**config.mk**
```make
export PLATFORM = sky130hd
export DESIGN_NAME = pfd_lockdet
export DESIGN_NICKNAME = d
export VERILOG_FILES = /design/src/rtl/pfdl_pkg.sv /design/src/rtl/pfdl_core.sv /design/src/rtl/pfdl_lockfilt.sv /design/src/rtl/pfdl_drive.sv /design/src/rtl/pfd_lockdet.sv
export SDC_FILE = /design/constraint.sdc
export NUM_CORES = 1
export LEC_CHECK = 0
export ABC_AREA = 1
export BUFFER_PORTS_ARGS = -buffer_cell sky130_fd_sc_hd__buf_2
export CAP_MARGIN = 0
export CORE_AREA = 2 2 41 43
export DETAILED_ROUTE_END_ITERATION = 12
export DIE_AREA = 0 0 43 45
export MAX_ROUTING_LAYER = met4
export PLACE_DENSITY_LB_ADDON = 0.12
export SYNTH_ARGS = -nofsm -noshare
export SYNTH_HDL_FRONTEND = slang
export SYNTH_SLANG_ARGS = --single-unit
```
**constraint.sdc**
```tcl
create_clock -name clk -period 1 [get_ports clk]
set_input_delay 0.05 -clock clk [delete_from_list [all_inputs] [get_ports clk]]
set_output_delay 0.05 -clock clk [all_outputs]
set_load 0.01 [all_outputs]
```
**src/rtl/pfdl_pkg.sv**
```systemverilog
package pfdl_pkg;
  typedef enum logic [1:0] {
    PH_EQUAL    = 2'd0,
    PH_REF_LEAD = 2'd1,
    PH_VCO_LEAD = 2'd2
  } phase_e;
endpackage

```
**src/rtl/pfdl_core.sv**
```systemverilog
module pfdl_core #(
  parameter int RST_HOLD = 2
) (
  input  logic clk,
  input  logic rst_n,
  input  logic run,
  input  logic ref_in,
  input  logic vco_in,
  output logic up_q,
  output logic dn_q,
  output logic cmp_done
);
  localparam int HW = (RST_HOLD > 1) ? $clog2(RST_HOLD) : 1;
  localparam logic [HW-1:0] HOLD_LAST = HW'(RST_HOLD - 1);

  logic ref_q, vco_q;
  logic ref_rise, vco_rise, both, clr;
  logic up_d, dn_d;
  logic [HW-1:0] hold_q, hold_d;

  always_comb begin
    ref_rise = ref_in & ~ref_q;
    vco_rise = vco_in & ~vco_q;
    both     = up_q & dn_q;
    clr      = both && (hold_q == HOLD_LAST);
    up_d     = run & (ref_rise | (up_q & ~clr));
    dn_d     = run & (vco_rise | (dn_q & ~clr));
    if (!run || !both || clr) hold_d = '0;
    else                      hold_d = hold_q + 1'b1;
    cmp_done = clr & run;
  end

  always_ff @(posedge clk or negedge rst_n) begin
    if (!rst_n) begin
      ref_q  <= 1'b0;
      vco_q  <= 1'b0;
      up_q   <= 1'b0;
      dn_q   <= 1'b0;
      hold_q <= '0;
    end else begin
      ref_q  <= ref_in;
      vco_q  <= vco_in;
      up_q   <= up_d;
      dn_q   <= dn_d;
      hold_q <= hold_d;
    end
  end

  generate
    if (RST_HOLD > 1) begin : g_minw
      AST_BOTH_MIN_WIDTH: assert property (@(posedge clk) disable iff (!rst_n || !run)
        (up_q && dn_q && hold_q == '0) |=> (up_q && dn_q));
    end
  endgenerate

  AST_PWRDN_CLEAR: assert property (@(posedge clk) disable iff (!rst_n)
    !run |=> (!up_q && !dn_q));
endmodule

```
**src/rtl/pfdl_lockfilt.sv**
```systemverilog
module pfdl_lockfilt #(
  parameter int ERR_WIN  = 2,
  parameter int LOCK_CNT = 3
) (
  input  logic clk,
  input  logic rst_n,
  input  logic run,
  input  logic up_q,
  input  logic dn_q,
  input  logic cmp_done,
  output logic locked
);
  localparam int EW = $clog2(ERR_WIN + 1);
  localparam int GW = $clog2(LOCK_CNT + 1);
  localparam logic [EW-1:0] ERR_MAX  = EW'(ERR_WIN);
  localparam logic [GW-1:0] GOOD_MAX = GW'(LOCK_CNT);

  logic [EW-1:0] err_q, err_d;
  logic [GW-1:0] good_q, good_d;

  always_comb begin
    err_d  = err_q;
    good_d = good_q;
    if (!run || cmp_done)                    err_d = '0;
    else if ((up_q ^ dn_q) && err_q != ERR_MAX) err_d = err_q + 1'b1;

    if (!run) good_d = '0;
    else if (cmp_done) begin
      if (err_q < ERR_MAX) good_d = (good_q == GOOD_MAX) ? good_q : good_q + 1'b1;
      else                 good_d = '0;
    end else if (err_q == ERR_MAX) good_d = '0;
  end

  always_ff @(posedge clk or negedge rst_n) begin
    if (!rst_n) begin
      err_q  <= '0;
      good_q <= '0;
    end else begin
      err_q  <= err_d;
      good_q <= good_d;
    end
  end

  assign locked = (good_q == GOOD_MAX);

  AST_LOCK_RISE_ON_CMP: assert property (@(posedge clk) disable iff (!rst_n)
    $rose(locked) |-> $past(cmp_done));
  AST_LOCK_LOST_ON_BAD: assert property (@(posedge clk) disable iff (!rst_n)
    (run && cmp_done && err_q >= ERR_MAX) |=> !locked);
endmodule

```
**src/rtl/pfdl_drive.sv**
```systemverilog
module pfdl_drive
  import pfdl_pkg::*;
(
  input  logic up_q,
  input  logic dn_q,
  input  logic pol_pos,
  input  logic pump_on,
  input  logic run,
  output logic cp_level,
  output logic cp_oe,
  output logic ext_r,
  output logic ext_p_oe
);
  phase_e phase;
  logic   src_hi, src_lo;

  always_comb begin
    if (up_q && !dn_q)      phase = PH_REF_LEAD;
    else if (dn_q && !up_q) phase = PH_VCO_LEAD;
    else                    phase = PH_EQUAL;
    src_hi   = pol_pos ? (phase == PH_REF_LEAD) : (phase == PH_VCO_LEAD);
    src_lo   = pol_pos ? (phase == PH_VCO_LEAD) : (phase == PH_REF_LEAD);
    cp_oe    = run & pump_on & (phase != PH_EQUAL);
    cp_level = cp_oe & src_hi;
    ext_r    = src_lo;
    ext_p_oe = src_lo;
  end
endmodule

```
**src/rtl/pfd_lockdet.sv**
```systemverilog
module pfd_lockdet #(
  parameter int RST_HOLD = 2,
  parameter int ERR_WIN  = 2,
  parameter int LOCK_CNT = 3
) (
  input  logic clk,
  input  logic rst_n,
  input  logic ref_in,
  input  logic vco_in,
  input  logic run,
  input  logic pump_on,
  input  logic pol_pos,
  input  logic stat_sel,
  output logic pump_up,
  output logic pump_dn,
  output logic cp_level,
  output logic cp_oe,
  output logic ext_r,
  output logic ext_p_oe,
  output logic lock_out,
  output logic stat_out
);
  logic rst_m, rst_s;
  logic cmp_done, locked;

  always_ff @(posedge clk or negedge rst_n) begin
    if (!rst_n) begin
      rst_m <= 1'b0;
      rst_s <= 1'b0;
    end else begin
      rst_m <= 1'b1;
      rst_s <= rst_m;
    end
  end

  pfdl_core #(.RST_HOLD(RST_HOLD)) u_core (
    .clk(clk), .rst_n(rst_s), .run(run), .ref_in(ref_in), .vco_in(vco_in),
    .up_q(pump_up), .dn_q(pump_dn), .cmp_done(cmp_done)
  );

  pfdl_lockfilt #(.ERR_WIN(ERR_WIN), .LOCK_CNT(LOCK_CNT)) u_lock (
    .clk(clk), .rst_n(rst_s), .run(run), .up_q(pump_up), .dn_q(pump_dn),
    .cmp_done(cmp_done), .locked(locked)
  );

  pfdl_drive u_drive (
    .up_q(pump_up), .dn_q(pump_dn), .pol_pos(pol_pos), .pump_on(pump_on),
    .run(run), .cp_level(cp_level), .cp_oe(cp_oe), .ext_r(ext_r), .ext_p_oe(ext_p_oe)
  );

  always_comb begin
    lock_out = ~run | locked;
    stat_out = stat_sel ? (pol_pos ? ref_in : vco_in) : lock_out;
  end

  AST_PD_LOCK_HIGH: assert property (@(posedge clk) disable iff (!rst_s)
    !run |-> lock_out);
  AST_ZC_HIZ: assert property (@(posedge clk) disable iff (!rst_s)
    !pump_on |-> (!cp_oe && !cp_level));
  AST_EXT_PAIR: assert property (@(posedge clk) disable iff (!rst_s)
    ext_p_oe |-> (ext_r && (pump_up != pump_dn)));
  AST_CP_ONE_SIDED: assert property (@(posedge clk) disable iff (!rst_s)
    cp_oe |-> (pump_up != pump_dn));
endmodule

```
==> metrics, run 1 <==
largest net degree at the start of global routing=10; Yosys reg bits=11; P_leak=0.502 nW; die area=approximately 1900 um^2; Hold Vio Cnt, Final=0; run status=finished, violations left; post-detail-place hpwl=868 um; clock transition at the registers of the reported paths=approximately 0.07 ns; Synth top area share=47.2%; pwr dens=about 1200 nW/um^2; gr usage total=16.0%; DR vias/cell=4.62; Ys Warns=0; Worst Skew=0.000589 ns; 1st-iter DRT viols=9; startpoint types=flop; layout filler cell count=around 100; critical path type=flop to primary output; Worst path slowest cell=dfrtp_2; DRT Wirelength=1260 um; failing checks=negative setup slack; Max Slew Vio Count=0; global placement routability congestion=0.709; Syn Nets=between 80 and 90; first-pass GRT wire length=2170 um; Multi-input gate area=just under 400 um^2; Arrival @ worst endpoint=1.28 ns; Starting Density=39.6%; Cell Chain, Critical Path=inv_2, ha_4, nor2_4, nand2_1, inv_1, buf_2; Storage cell area=278 um^2; top cell type by total area after synthesis=dfrtp_1; Worst Setup End Kind=primary output; drt drc=0; NumNets Final=117; fin crit period=1.33 ns; total clock sinks=11; DR WL/cell=10.6 um; GR Util met1=19.5%; Max stage delay on crit path=0.44 ns; R2R Setup Slk=-0.31 ns; Hold Path Depth=3; layout cell share with drive strength beyond 1=53.4%; antenna violations before repair=0; total number of vias=550; Max VDD drop=0.000848 V; CTS root buf=clkbuf_4; Seq/Total Area, Yosys=47.2%; TritonCTS Buffers=3; drt first pass iters=4; RSZ-0062 raised after global routing=true; CTS tree=yes; fin crit share=133%; post-route ant nets=0; worst setup margin=-0.331 ns; Max Freq=751 MHz; diode count=0; Synth-to-Final Area Change=67.6%; # rows=14; placed cells=105; Die Ht=45 um; vias in the first global route=roughly 510; Overflow after GRT=0; final setup violating endpoints=15; main area contributors after synthesis=dfrtp_1 (47%), nand2_1 (11%), ha_1 (11%); R2R depth=8; grt met2 use=25.8%; Avg Inst Size Synth=8.33 um^2; Die W=between 40 and 50 um; Cell variety after synth=14; num ports=16; Hold Path Class=primary input to flop; crit path max fanout=3; Cells after Synth=70; H-tree depth=1; Post-Syn Area=583 um^2; busiest grt layer=met2; clk buf depth=2; port bufs=15; Min Hold Slack=0.0784 ns; Finished Layout Cells=119; core area=1470 um^2; MaxCap Viol Count=0; routing usage on met3=~2.4%; WP data required=0.95 ns; later-pin clock latency in the skew report=between 0.2 and 0.3 ns
[metrics by stage]
stage          cell area [um^2]  utilization (%)  worst slack [ns]  power, mW  setup TNS [ns]
2_1_floorplan               634                -            -0.110      0.683          -0.503
3_3_place_gp                756             51.4            -0.138      0.781          -0.576
3_5_place_dp                756             51.4            -0.126      0.782          -0.655
4_1_cts                     913             62.1            -0.329       1.15           -3.15
5_1_grt                     977             66.4            -0.421       1.27           -4.10
6_report                    977             66.4            -0.331       1.18           -3.16
[power by group]
| part | total [mW] | switching, mW | internal (mW) |
|---|---|---|---|
| sequential | 0.505 | 0.0272 | 0.478 |
| combinational | 0.377 | 0.179 | 0.198 |
| clock | 0.295 | 0.147 | 0.148 |
| total | 1.18 | 0.353 | 0.824 |
[layer usage]
layer	vias up	wire length, um
met5	-	0
met3	4	60
met2	15	584
met1	248	594
met4	0	17
li1	283	-
[state kept, by name, summed over array words and instances, names as in the netlist]
| signal | count |
|---|---|
| u_lock.err_q | 2 |
| u_lock.good_q | 2 |
| rst_m | 1 |
| rst_s | 1 |
| u_core.dn_q | 1 |
| u_core.hold_q | 1 |
| u_core.ref_q | 1 |
| u_core.up_q | 1 |
| u_core.vco_q | 1 |
[logic make-up after synthesis]
logic type	share of synthesized area, %
DFF	47.2
adders and majority gates	10.7
xor gates and xnor gates	1.50
buffers and inverters	9.01
AOI/OAI and AO/OA	7.30
other	0.643
and+or+nand+nor	23.6
[synth_stat cells]
cell type / number
buf_4: 1
conb_1: 1
dfrtp_1: 11
ha_1: 5
inv_1: 12
nand2_1: 17
nand3_1: 3
nand3_2: 1
nor2_1: 9
nor3b_1: 2
o21ai_0: 3
o21ai_2: 1
o22ai_1: 3
xor2_1: 1
[final cells by class]
type	count	share of cell area (%)
multi-input cells	46	39.4
clock inverters	1	0.512
well taps	16	2.05
inverters	12	4.87
flip-flops and latches	11	28.4
clock buffers	3	2.30
repair buffers	30	22.4
[worst paths after layout]
kind                                             from                            to
worst max-delay path            u_core.up_q$_DFF_PN0_                      cp_level
worst min-delay path                           ref_in         u_core.up_q$_DFF_PN0_
min in group asynchronous                       rst_n               rst_m$_DFF_PN0_
max in group asynchronous             rst_s$_DFF_PN0_         u_core.dn_q$_DFF_PN0_
worst min register to register        rst_s$_DFF_PN0_         u_core.up_q$_DFF_PN0_
worst max register to register  u_core.up_q$_DFF_PN0_  u_lock.good_q[0]$_DFFE_PN0P_
[worst max-delay path: cells and delay by family, from the launching register on]
kind	cells	cell delay [ns]
buffers and inverters	3	0.23
AND/OR/NAND/NOR	2	0.13
flip-flops	1	0.44
adder cells (fa/ha/maj)	1	0.21
[cells in the final DEF (no fill, tap or decap), types with 2 or more instances in the layout]
master and count:
ha_4 3, nand2_4 2, inv_2 2, nand3_2 2
buf_2 13, o22ai_2 2, dfrtp_2 2, dlygate4sd3_1 3
o21ai_2 2, nor2_1 6, buf_4 9, buf_6 5
nor2_4 3, inv_1 9, clkbuf_4 3, dfrtp_1 9
nand2_1 14
[what timing repair did]
action,CTS,global route
hold buffers,3,0
pin swaps,8,8
hold endpoints to repair,4,0
setup endpoints to repair,12,15
resized for setup,12,14
buffers inserted,7,1
No activity file was read; power rests on OpenSTA's default activity.
==> run 2: changes to the inputs <==
--- a/config.mk
+++ b/config.mk
@@ -13,6 +13,7 @@
 export DIE_AREA = 0 0 43 45
 export MAX_ROUTING_LAYER = met4
 export PLACE_DENSITY_LB_ADDON = 0.12
+export REMOVE_ABC_BUFFERS = 1
 export SYNTH_ARGS = -nofsm -noshare
 export SYNTH_HDL_FRONTEND = slang
 export SYNTH_SLANG_ARGS = --single-unit
==> run 2 against run 1 <==
Effect of this change:
- clock skew grew 0.0038 ns
- highest routed layer unchanged
- design area down 2.7%
- hold slack worse by 0.011 ns
- the flow still finishes with violations (negative setup slack)
- critical path depth up 1
==> metrics, run 2 (same netlist as run 1, synthesis figures left out) <==
biggest regs=u_lock.err_q x2, u_lock.good_q x2; Max VDD drop=0.00103 V (+21%); CP top delay family=flip-flops; diode count=0 (unchanged); # rows=14 (unchanged); total number of vias=561 (+2.0%); Starting Density=39.6% (unchanged); WP depth=7 (+1); Max Slew Vio Count=0 (unchanged); Worst Setup End Kind=primary output; Final TNS setup=-3.56 ns (-0.398 ns); port bufs=15 (unchanged); DRT Wirelength=1310 um (+4.5%); Worst path slowest cell=dfrtp_1; Setup crit start=u_core.up_q$_DFF_PN0_; run status=finished, violations left; R2R Setup Slk=-0.36 ns (-0.05 ns); Max Freq=720 MHz (-4.2%); worst r2r dst=u_lock.err_q[1]$_DFFE_PN0P_; core area=1470 um^2 (unchanged); post-detail-place hpwl=912 um (+5.0%); crit path max fanout=2 (-1); vias in the first global route=525 (+2.1%); NumNets Final=121 (+3.4%); failing checks=negative setup slack; P_leak=0.498 nW (-0.65%); CTS root buf=clkbuf_4; clock transition at the registers of the reported paths=0.07 ns (about the same); WP data required=0.95 ns (about the same); num ports=16 (unchanged); worst setup margin=-0.389 ns (-0.0582 ns); gr usage total=15.3% (-0.70 points); Die Ht=45 um (unchanged); Hold Vio Cnt, Final=0 (unchanged); MaxCap Viol Count=0 (unchanged); Cell Chain, Critical Path=inv_2, ha_4, buf_6, nor2_4, nand2_1, inv_1, buf_2; clk buf depth=2 (unchanged); antenna violations before repair=0 (unchanged); Overflow after GRT=0 (unchanged); later-pin clock latency in the skew report=0.27 ns (about the same); most frequent cells in the layout=nand2_1 (14), buf_2 (14), buf_4 (13), inv_1 (10), dfrtp_1 (10); startpoint types=flop; first-pass GRT wire length=2110 um (-2.9%); H-tree depth=1 (unchanged); Die W=43 um (unchanged); crit path to=cp_level; fin crit share=139% (+5.8 points); TritonCTS Buffers=3 (unchanged); drt drc=0 (unchanged); Buf+Inv Stages, Crit Path=4 (+1); global placement routability congestion=0.687 (-3.1%); total power=1.17 mW (-0.64%); drt first pass iters=3 (-1); pwr dens=1230 nW/um^2 (+2.1%); layout cell share with drive strength beyond 1=50.5% (-2.9 points); Arrival @ worst endpoint=1.34 ns (+0.06 ns); Max stage delay on crit path=0.40 ns (-0.04 ns); die area=1940 um^2 (unchanged); Setup WS pre-CTS=-0.256 ns (-0.130 ns); fin crit period=1.39 ns (+0.0582 ns); critical path type=flop to primary output; reg-to-reg startpoint=u_core.up_q$_DFF_PN0_; CTS tree=yes; Worst Skew=0.00443 ns (+0.00385 ns); post-route ant nets=0 (unchanged); 1st-iter DRT viols=6 (-3); RSZ-0062 raised after global routing=true; R2R depth=7 (-1); DR WL/cell=10.7 um (+1.1%); largest net degree at the start of global routing=10 (unchanged); Synth-to-Final Area Change=63.1%; DR vias/cell=4.56 (-1.3%); final setup violating endpoints=15 (unchanged); Hold Path Class=primary input to flop; worst hold path startpoint=vco_in; total clock sinks=11 (unchanged)
-- run 2: layer usage --
metal	global-route usage (%)	wire length (um)	up-vias
li1	-	-	290
met1	17.7	604	253
met2	26.4	635	16
met3	2.40	51	2
met4	7.27	20	0
met5	-	0	-
-- run 2: cell type report --
type | instances | area [um^2]
Fill cell | 120 | 520
Sequential cell | 11 | 277
Timing Repair Buffer | 34 | 243
Clock inverter | 1 | 5.00
Clock buffer | 3 | 22.5
Multi-Input combinational cell | 46 | 337
Inverter | 12 | 47.5
Tap cell | 16 | 20.0
-- run 2: how the worst min path moves through the flow --
stage	end	slack, ns	depth (start not counted)
floorplan	rst_m$_DFF_PN0_	-0.25	0
global placement	rst_m$_DFF_PN0_	-0.16	1
detailed placement	rst_s$_DFF_PN0_	-0.16	1
CTS	u_core.dn_q$_DFF_PN0_	0.05	3
global route	u_core.dn_q$_DFF_PN0_	0.07	3
finish	u_core.dn_q$_DFF_PN0_	0.07	3
-- run 2: timing repair --
action | CTS | global route
hold buffers | 3 | 0
gates resized for setup | 16 | 12
pin swaps | 7 | 6
endpoints found under the setup margin | 13 | 15
endpoints found under the hold margin | 4 | 0
buffers inserted | 3 | 4
-- run 2: per-stage QoR --
stage                     instance area (um^2)  cells  hold WS [ns]  util (%)
after floorplan                            576     69        -0.246         -
after global placement                     738    109        -0.164      50.2
after detailed placement                   738    109        -0.163      50.2
after CTS                                  880    119        0.0534      59.8
after global routing                       951    123        0.0694      64.6
final                                      951    123        0.0671      64.6
-- run 2: worst reg2reg max path, stage by stage, from the launching register on --
cell and delay, ns:
dfrtp_1 0.40, inv_2 0.09, ha_4 0.21, buf_4 0.13
buf_6 0.11, nor2_4 0.12, nand2_1 0.06, nor3b_2 0.14
-- run 2: where the power goes --
part	switching [mW]	leakage (nW)	internal, mW
Sequential	0.0242	0.140	0.477
Clock	0.145	0.0177	0.148
Combinational	0.172	0.341	0.203
